`src/rtl/vrt_pkg.sv`:
```
package vrt_pkg;
    typedef enum logic [1:0] {
        ST_IDLE  = 2'd0,
        ST_WAIT  = 2'd1,
        ST_TRACK = 2'd2
    } trk_state_e;
endpackage

```
`src/rtl/vrt_deglitch.sv`:
```
module vrt_deglitch #(
    parameter int DGL_W = 4
) (
    input  logic             clk,
    input  logic             rst_n,
    input  logic             cmp_raw,
    input  logic [DGL_W-1:0] width,
    output logic             cmp_q
);
    logic [DGL_W-1:0] run_cnt;
    logic             held;
    logic             bypass;

    assign bypass = (width == '0);
    assign cmp_q  = bypass ? cmp_raw : held;

    always_ff @(posedge clk or negedge rst_n) begin
        if (!rst_n) begin
            run_cnt <= '0;
            held    <= 1'b0;
        end else if (bypass) begin
            run_cnt <= '0;
            held    <= cmp_raw;
        end else if (cmp_raw == held) begin
            run_cnt <= '0;
        end else if (run_cnt == width - DGL_W'(1)) begin
            run_cnt <= '0;
            held    <= cmp_raw;
        end else begin
            run_cnt <= run_cnt + DGL_W'(1);
        end
    end
endmodule

```
`src/rtl/vrt_step_ctrl.sv`:
```
module vrt_step_ctrl #(
    parameter int REF_W = 8
) (
    input  logic             clk,
    input  logic             rst_n,
    input  logic             start,
    input  logic             decide,
    input  logic             dir_up,
    input  logic             auto_mode,
    input  logic [REF_W-1:0] fixed_step,
    input  logic [REF_W-1:0] step_max,
    output logic [REF_W-1:0] step_out
);
    localparam logic [REF_W-1:0] ONE = REF_W'(1);

    logic [REF_W-1:0] step_r;
    logic [REF_W-1:0] max_eff;
    logic [REF_W-1:0] halved;
    logic [REF_W-1:0] doubled;
    logic [REF_W:0]   dbl_wide;
    logic             last_up;
    logic             have_last;
    logic             run_r;

    always_comb begin
        max_eff  = (step_max == '0) ? ONE : step_max;
        halved   = ((step_r >> 1) == '0) ? ONE : (step_r >> 1);
        dbl_wide = {step_r, 1'b0};
        doubled  = (dbl_wide > {1'b0, max_eff}) ? max_eff : dbl_wide[REF_W-1:0];
        step_out = auto_mode ? step_r : fixed_step;
    end

    always_ff @(posedge clk or negedge rst_n) begin
        if (!rst_n) begin
            step_r    <= ONE;
            last_up   <= 1'b0;
            have_last <= 1'b0;
            run_r     <= 1'b0;
        end else if (start) begin
            step_r    <= ONE;
            have_last <= 1'b0;
            run_r     <= 1'b0;
        end else if (decide && auto_mode) begin
            have_last <= 1'b1;
            last_up   <= dir_up;
            if (have_last && (dir_up != last_up)) begin
                step_r <= halved;
                run_r  <= 1'b0;
            end else if (run_r) begin
                step_r <= doubled;
                run_r  <= 1'b0;
            end else begin
                run_r  <= 1'b1;
            end
        end
    end
endmodule

```
`src/rtl/vrt_ref_acc.sv`:
```
module vrt_ref_acc #(
    parameter int REF_W = 8
) (
    input  logic             clk,
    input  logic             rst_n,
    input  logic             decide,
    input  logic             dir_up,
    input  logic [REF_W-1:0] step,
    output logic [REF_W-1:0] ref_val
);
    logic [REF_W:0]   sum_wide;
    logic [REF_W-1:0] ref_next;

    always_comb begin
        sum_wide = {1'b0, ref_val} + {1'b0, step};
        if (dir_up)
            ref_next = sum_wide[REF_W] ? {REF_W{1'b1}} : sum_wide[REF_W-1:0];
        else
            ref_next = (step > ref_val) ? '0 : (ref_val - step);
    end

    always_ff @(posedge clk or negedge rst_n) begin
        if (!rst_n)
            ref_val <= '0;
        else if (decide)
            ref_val <= ref_next;
    end
endmodule

```
`src/rtl/vrect_tracker.sv`:
```
module vrect_tracker
    import vrt_pkg::*;
#(
    parameter int REF_W = 8,
    parameter int DGL_W = 4,
    parameter int TMR_W = 8
) (
    input  logic             clk,
    input  logic             rst_n,
    input  logic             pwm_en,
    input  logic             cmp_raw,
    input  logic [DGL_W-1:0] cfg_dgl_width,
    input  logic [TMR_W-1:0] cfg_start_thr,
    input  logic             cfg_auto_step,
    input  logic [REF_W-1:0] cfg_fixed_step,
    input  logic [REF_W-1:0] cfg_step_max,
    output logic [REF_W-1:0] ref_out,
    output logic [REF_W-1:0] cap_value,
    output logic             cap_valid
);
    trk_state_e       state, state_nx;
    logic             pwm_d;
    logic             pwm_rise;
    logic             pwm_fall;
    logic [TMR_W-1:0] tmr;
    logic             tmr_done;
    logic             cmp_q;
    logic             trk_act;
    logic             trk_start;
    logic [REF_W-1:0] step_cur;

    assign pwm_rise  = pwm_en & ~pwm_d;
    assign pwm_fall  = ~pwm_en & pwm_d;
    assign tmr_done  = (tmr == cfg_start_thr);
    assign trk_act   = (state == ST_TRACK) && pwm_en;
    assign trk_start = (state == ST_WAIT) && pwm_en && tmr_done;

    vrt_deglitch #(.DGL_W(DGL_W)) i_dgl (
        .clk     (clk),
        .rst_n   (rst_n),
        .cmp_raw (cmp_raw),
        .width   (cfg_dgl_width),
        .cmp_q   (cmp_q)
    );

    vrt_step_ctrl #(.REF_W(REF_W)) i_step (
        .clk        (clk),
        .rst_n      (rst_n),
        .start      (trk_start),
        .decide     (trk_act),
        .dir_up     (cmp_q),
        .auto_mode  (cfg_auto_step),
        .fixed_step (cfg_fixed_step),
        .step_max   (cfg_step_max),
        .step_out   (step_cur)
    );

    vrt_ref_acc #(.REF_W(REF_W)) i_acc (
        .clk     (clk),
        .rst_n   (rst_n),
        .decide  (trk_act),
        .dir_up  (cmp_q),
        .step    (step_cur),
        .ref_val (ref_out)
    );

    // State register
    always_ff @(posedge clk or negedge rst_n) begin
        if (!rst_n)
            state <= ST_IDLE;
        else
            state <= state_nx;
    end

    // Transitions
    always_comb begin
        state_nx = state;
        unique case (state)
            ST_IDLE:  if (pwm_rise) state_nx = ST_WAIT;
            ST_WAIT:  if (!pwm_en) state_nx = ST_IDLE;
                      else if (tmr_done) state_nx = ST_TRACK;
            ST_TRACK: if (!pwm_en) state_nx = ST_IDLE;
            default:  state_nx = ST_IDLE;
        endcase
    end

    // Outputs: edge history, start timer, capture
    always_ff @(posedge clk or negedge rst_n) begin
        if (!rst_n) begin
            pwm_d     <= 1'b0;
            tmr       <= '0;
            cap_value <= '0;
            cap_valid <= 1'b0;
        end else begin
            pwm_d     <= pwm_en;
            cap_valid <= pwm_fall;
            if (pwm_fall)
                cap_value <= ref_out;
            if (state != ST_WAIT)
                tmr <= '0;
            else if (!tmr_done)
                tmr <= tmr + TMR_W'(1);
        end
    end
endmodule

```
`config.mk`:
```
export PLATFORM = sky130hd
export DESIGN_NAME = vrect_tracker
export DESIGN_NICKNAME = d
export VERILOG_FILES = /design/src/rtl/vrt_pkg.sv /design/src/rtl/vrt_deglitch.sv /design/src/rtl/vrt_step_ctrl.sv /design/src/rtl/vrt_ref_acc.sv /design/src/rtl/vrect_tracker.sv
export SDC_FILE = /design/constraint.sdc
export NUM_CORES = 1
export LEC_CHECK = 0
export BUFFER_PORTS_ARGS = -buffer_cell sky130_fd_sc_hd__clkbuf_2
export CORE_MARGIN = 10
export CORE_UTILIZATION = 35
export CTS_CLUSTER_DIAMETER = 30
export DETAILED_ROUTE_END_ITERATION = 16
export PLACE_DENSITY = 0.54
export SLEW_MARGIN = 20
export SYNTH_ARGS = -nofsm -noshare
export SYNTH_HDL_FRONTEND = slang
export SYNTH_SLANG_ARGS = --single-unit
```
`constraint.sdc`:
```
create_clock -name clk -period 3.2 [get_ports clk]
set_clock_uncertainty 0.2 [all_clocks]
set_input_delay 0.48 -clock clk [delete_from_list [all_inputs] [get_ports clk]]
set_output_delay 0.48 -clock clk [all_outputs]
set_load 0.1 [all_outputs]
```
==> results.ini, run 1 <==
[floorplan]
initial_core_util_pct = 35.8
io_pins = 50
core_area_um2 = 9200
die_x_um = 117
fp.dieH_um = 117
num_rows = 35
die_area_um2 = 13700

[logic_synthesis]
synthesis.nets = 401
ys.flop_type = dfrtp_1
synth-seq-area-share_pct = 33.5
synth-warning-count = 0
synth_edf_count = 0
postSynthAreaPerCell_um2 = 9.74
ys_async_sr_fraction_pct = 100
netlist_instances = 338
syn_area_um2 = 3290
ys_ff_latch = 44
yosysUniqueCellTypes = 59

[setup_path]
critPathArrivalTime_ps = 2810
slowest_stage = mux2_2
cp_top_family = compound AO/OA/AOI/OAI gates
r2r-end = i_acc.ref_val[2]
cp_slowest_stage_delay_ps = 390
r2r_cells = 10
r2r-start = i_step.step_r[0]
setup.worst_path.class = input pin to flop
r2r_slack_ps = 400
cp-start-kind = input pin
critical_path_buf_inv_count = 2
path_cells = clkbuf_2 -> mux2_2 -> ha_1 -> inv_1 -> fa_1 -> nor2_1 -> o221ai_1 -> a211o_1 -> nor2b_1 -> a21boi_0 -> a211o_1
cp-endpoint = i_acc.ref_val[4]
crit_top_cell = a211o_1
required_ps = 3200
crit_path_end_kind = flop
critPathMaxFanout = 9
cp_num_cells = 11
crit_path_start = cfg_auto_step

[pwr]
p_leak_nw = 1.92
design_power_total_mw = 1.36
power_density_nw_per_um2 = 359
ir_drop_uv = 176

[route]
vias = 2600
detail_route.vias_per_cell = 5.16
finalWirelength_um = 7510
ant_nets = 0
drcViolationCount = 0
dr.pass1.iters = 4
drt_iter0_markers = 114
wl_per_cell_um = 14.9

[sta]
rsz0062_at_grt = no
worstMarginPinSlew_ps = 778
final_hold_viol_count = 0
post-route-min-period_ps = 2820
setup_viol = 0
max_slew_margin_pct = 48.0
fin_ws_ps = 383
maxSlewViolCount = 0
timing.final.crit_share_pct = 88.0
finalSetupTns_ps = 0
fmax_mhz = 355
hold_ws_ps = 53.2

[placement]
port_buffers = 49
place_ws_ps = 86.9
post-place-cells = 496
place.gp.congestion = 0.854
detailed_place.area_um2 = 3680
hpwl_um = 6130

[clocking]
clock_latency_ps = 300
clk_pin_slew_ps = 90
cts_root_buf = clkbuf_8
post-cts-setup-buffer-count = 0
holdBufCountCts = 0
cts.sinks = 44
cts_buffer_depth = 2
post_cts_resized = 0
cts_buffers = 5
cts_max_level = 2
cts_tree = built

[finish]
antenna-diode-count = 0
post-route-util_pct = 41.3
fin_nets = 455
areaGrowthSynthToFinish_pct = 15.3
fill_cells = 948
final_cell_area_um2 = 3790
layout-drive-gt1-share_pct = 23.2
final_cells = 504

[worst_hold_path]
hold_class = input pin to async pin

[grt]
grt-ovfl-total = 0
antenna_found_initial = 0
grtUsageTotal_pct = 11.4
grt_max_degree = 45
grt_pass1_vias = 2645
grt_pass1_wl_um = 12800

[run]
drv_cap = 0

[outcome]
status = finished clean

## registers in the layout, summed over array words and instances (netlist names), 2 cells and up
register	cells
cap_value	8
i_acc.ref_val	8
i_step.step_r	8
tmr	8
i_dgl.run_cnt	4
state	2
## worst register-to-register path, delay by kind of cell, from the launching register on
| family | cells | cell delay (ps) |
|---|---|---|
| compound gates | 4 | 820 |
| buf+inv | 1 | 60 |
| fa+ha+maj | 2 | 570 |
| mux | 1 | 170 |
| simple gates | 2 | 330 |
| flops | 1 | 570 |
## synth_stat cells (2+ instances only)
| cell | count | share of area, % |
|---|---|---|
| mux2i_1 | 18 | 5.5 |
| nand2_1 | 17 | 1.9 |
| nor2b_1 | 4 | 0.76 |
| o2111ai_1 | 2 | 0.53 |
| a21o_1 | 3 | 0.68 |
| xor2_1 | 12 | 3.2 |
| clkbuf_1 | 3 | 0.34 |
| a211o_1 | 2 | 0.53 |
| nor3_1 | 10 | 1.5 |
| a211oi_1 | 2 | 0.46 |
| dfrtp_1 | 43 | 33 |
| a22o_1 | 3 | 0.80 |
| nor3b_1 | 2 | 0.46 |
| o21ai_0 | 11 | 1.7 |
| nand3_1 | 5 | 0.76 |
| xnor2_1 | 23 | 6.1 |
| nor2_1 | 36 | 4.1 |
| a21oi_1 | 13 | 2.0 |
| and3_1 | 3 | 0.57 |
| a221o_1 | 8 | 2.4 |
| nand2b_1 | 9 | 1.7 |
| inv_1 | 28 | 3.2 |
| or2_2 | 5 | 0.95 |
| buf_2 | 3 | 0.46 |
| fa_1 | 2 | 1.2 |
| mux2_2 | 10 | 3.4 |
| o211ai_1 | 2 | 0.46 |
| ha_1 | 28 | 11 |
## cell usage in the layout (no fill, tap or decap), types with 2 or more instances in the layout
master / instances
clkbuf_2: 49
dfrtp_1: 43
nor2_1: 36
inv_1: 28
ha_1: 28
xnor2_1: 23
mux2i_1: 18
nand2_1: 17
a21oi_1: 13
xor2_1: 12
o21ai_0: 11
mux2_2: 10
nor3_1: 10
nand2b_1: 9
a221o_1: 8
buf_4: 6
nand3_1: 5
or2_2: 5
clkbuf_8: 5
nor2b_1: 4
and3_1: 3
a22o_1: 3
a21o_1: 3
o2111ai_1: 2
a211oi_1: 2
o211ai_1: 2
a211o_1: 2
nor3b_1: 2
fa_1: 2
## how the worst min path moves through the flow
stage                 to  slack, ps  cells after the start
2_1_floorplan  cap_valid        -20                      0
3_3_place_gp    state[0]        250                      1
3_5_place_dp    state[0]        250                      1
4_1_cts           tmr[7]         70                      2
5_1_grt           tmr[5]        100                      2
6_report          tmr[5]         50                      2
## metal layers
layer / vias to the layer above / part of all wire [%] / routed length [um] / global-route usage (%)
li1: 1284 / - / - / -
met1: 1263 / 46 / 3490 / 14.7
met2: 48 / 47 / 3550 / 19.0
met3: 5 / 5.7 / 430 / 3.01
met4: 0 / 0.53 / 40 / 2.06
met5: - / 0 / 0 / 0
## kinds of logic (layout without fill, tap and decap cells)
family          after synthesis  after routing  share of synthesized area (%)
xor+xnor                     36             36                           9.81
simple gates                102            102                           16.6
buf+inv                      36             91                           4.45
compound gates               62             62                           14.9
mux                          28             28                           8.89
fa+ha+maj                    30             30                           11.9
flops                        44             44                           33.5
## power by group
part,internal (mW),total [mW],switching [mW]
combinational,0.124,0.298,0.174
sequential,0.583,0.615,0.0314
clock,0.236,0.450,0.214
## cell type report
class | count | area (um2) | share of cell area [%]
multi-input cells | 258 | 2040 | 53.8
flip-flops and latches | 44 | 1100 | 29.0
repair buffers | 55 | 290 | 7.65
well taps | 111 | 139 | 3.66
inverters | 28 | 105 | 2.77
clock buffers | 5 | 68.8 | 1.81
clock inverters | 3 | 46.3 | 1.22
Note: power is estimated with default switching activity, not from simulation.
==> run 2: changes to the inputs <==
- HOLD_SLACK_MARGIN: unset -> 0.08
==> run 2 against run 1 <==
Worst setup slack barely moved. Register-to-register slack is essentially flat. Sequential share of layout area shrank 0.076 points. Largest power group unchanged. Hold slack better by 80 ps. Maximum frequency about the same. Combinational power about the same. Routed wire length about the same. Via count rose by 0.19%. Clock-buffer cell count unchanged. Sequential power is essentially flat.
==> results.ini, run 2 (synthesis gave the netlist of run 1 again) <==
[setup_path]
cp_slowest_stage_delay_ps = 390  ; about the same
critPathArrivalTime_ps = 2810  ; about the same
slowest_stage = mux2_2
required_ps = 3200  ; about the same
crit_path_end_kind = flop
path_cells = clkbuf_2 -> mux2_2 -> ha_1 -> inv_1 -> fa_1 -> nor2_1 -> o221ai_1 -> a211o_1 -> nor2b_1 -> a21boi_0 -> a211o_1
setup.worst_path.class = input pin to flop
cp-start-kind = input pin
crit_top_cell = a211o_1
critPathMaxFanout = 9  ; unchanged

[clocking]
cts_root_buf = clkbuf_8
cts_max_level = 2  ; unchanged
cts_buffer_depth = 2  ; unchanged
post_cts_resized = 0  ; unchanged
cts_tree = built
clk_pin_slew_ps = 90  ; about the same
cts_buffers = 5  ; unchanged
clock_latency_ps = 300  ; about the same
cts.sinks = 44  ; unchanged

[sta]
final_hold_viol_count = 0  ; unchanged
timing.final.crit_share_pct = 88.0  ; about the same
post-route-min-period_ps = 2820  ; +0.481 ps
fmax_mhz = 355  ; about the same
maxSlewViolCount = 0  ; unchanged
finalSetupTns_ps = 0  ; unchanged
worstMarginPinSlew_ps = 778  ; unchanged
rsz0062_at_grt = no
max_slew_margin_pct = 48.0  ; unchanged
setup_viol = 0  ; unchanged

[grt]
grt_pass1_vias = 2650  ; +0.19%
grt-ovfl-total = 0  ; unchanged
grt_max_degree = 45  ; unchanged
grt_pass1_wl_um = 12800  ; +0.33%
antenna_found_initial = 0  ; unchanged
grtUsageTotal_pct = 11.5  ; +0.032 points

[floorplan]
io_pins = 50  ; unchanged
core_area_um2 = 9200  ; unchanged
initial_core_util_pct = 35.8  ; unchanged
die_area_um2 = 13700  ; unchanged
die_x_um = 117  ; unchanged
fp.dieH_um = 117  ; unchanged
num_rows = 35  ; unchanged

[pwr]
power_density_nw_per_um2 = 358  ; -0.19%
p_leak_nw = 1.93  ; +0.22%
ir_drop_uv = 176  ; -0.33%
design_power_total_mw = 1.36  ; about the same

[finish]
antenna-diode-count = 0  ; unchanged
final_cell_mix = clkbuf_2, dfrtp_1, nor2_1
fin_nets = 456  ; +0.22%
layout-drive-gt1-share_pct = 23.1  ; -0.059 points
mostFrequentLayoutCell = clkbuf_2
fill_cells = 947  ; -0.11%
final_cells = 505  ; +0.20%
post-route-util_pct = 41.4  ; +0.11 points
areaGrowthSynthToFinish_pct = 15.6

[placement]
hpwl_um = 6130  ; unchanged
post-place-cells = 496  ; unchanged
place.gp.congestion = 0.854  ; unchanged
port_buffers = 49  ; unchanged

[route]
drt_iter0_markers = 102  ; -11%
drcViolationCount = 0  ; unchanged
wl_per_cell_um = 14.9  ; -0.11%
dr.pass1.iters = 4  ; unchanged
ant_nets = 0  ; unchanged
finalWirelength_um = 7520  ; about the same
vias = 2605  ; +0.19%
detail_route.vias_per_cell = 5.16  ; about the same

[outcome]
status = finished clean

[worst_hold_path]
hold_class = input pin to flop

[run]
drv_cap = 0  ; unchanged

-- run 2: cell types whose count changed in the layout (fill, tap and decap cells not counted) --
cell / previous run / this run
dlygate4sd3_1: 0 / 1
-- run 2: area by class of cell --
cell class,count,area [um2],area share (%)
multi-input cells,258,2040,53.7
flip-flops and latches,44,1100,29.0
repair buffers,56,300,7.89
well taps,111,139,3.65
inverters,28,105,2.76
clock buffers,5,68.8,1.81
clock inverters,3,46.3,1.22
-- run 2: power by group --
group          internal [mW]  total, mW  switching, mW
clock network          0.236      0.450          0.214
registers              0.583      0.615         0.0314
logic                  0.125      0.299          0.174
-- run 2: through the flow --
stage	area [um2]	hold WS [ps]	setup WS, ps
after floorplan	3290	-15.6	50.7
after global placement	3680	253	172
after detailed placement	3680	254	86.9
after CTS	3800	124	404
after global routing	3800	114	137
final	3800	133	383
-- run 2: critical path, delay by kind of cell --
kind	cells	cell delay, ps
compound gates	4	790
simple gates	2	400
mux	1	390
buf+inv	2	320
fa+ha+maj	2	410
-- run 2: repair_timing --
| item | 4_1_cts | 5_1_grt |
|---|---|---|
| hold buffers | 1 | 0 |
| endpoints found under the hold margin | 14 | 0 |
| setup buffers | 0 | 0 |
-- run 2: worst paths after layout --
| check | from | to | slack, ps | cells past startpoint |
|---|---|---|---|---|
| max | cfg_auto_step | i_acc.ref_val[4] | 380 | 11 |
| max reg2reg | i_step.step_r[0] | i_acc.ref_val[2] | 400 | 10 |
| min reg2reg | state[1] | state[0] | 260 | 1 |
| min | pwm_en | pwm_d | 130 | 1 |
| max in group asynchronous | rst_n | i_acc.ref_val[2] | 1810 | 3 |
| min in group asynchronous | rst_n | tmr[5] | 600 | 3 |
-- run 2: metal layers --
layer | vias to the layer above | GRT usage (%) | routed length (um)
met4 | 0 | 2.06 | 40
met5 | - | 0 | 0
met1 | 1268 | 14.7 | 3510
met2 | 46 | 19.1 | 3550
met3 | 5 | 2.96 | 420
li1 | 1286 | - | -
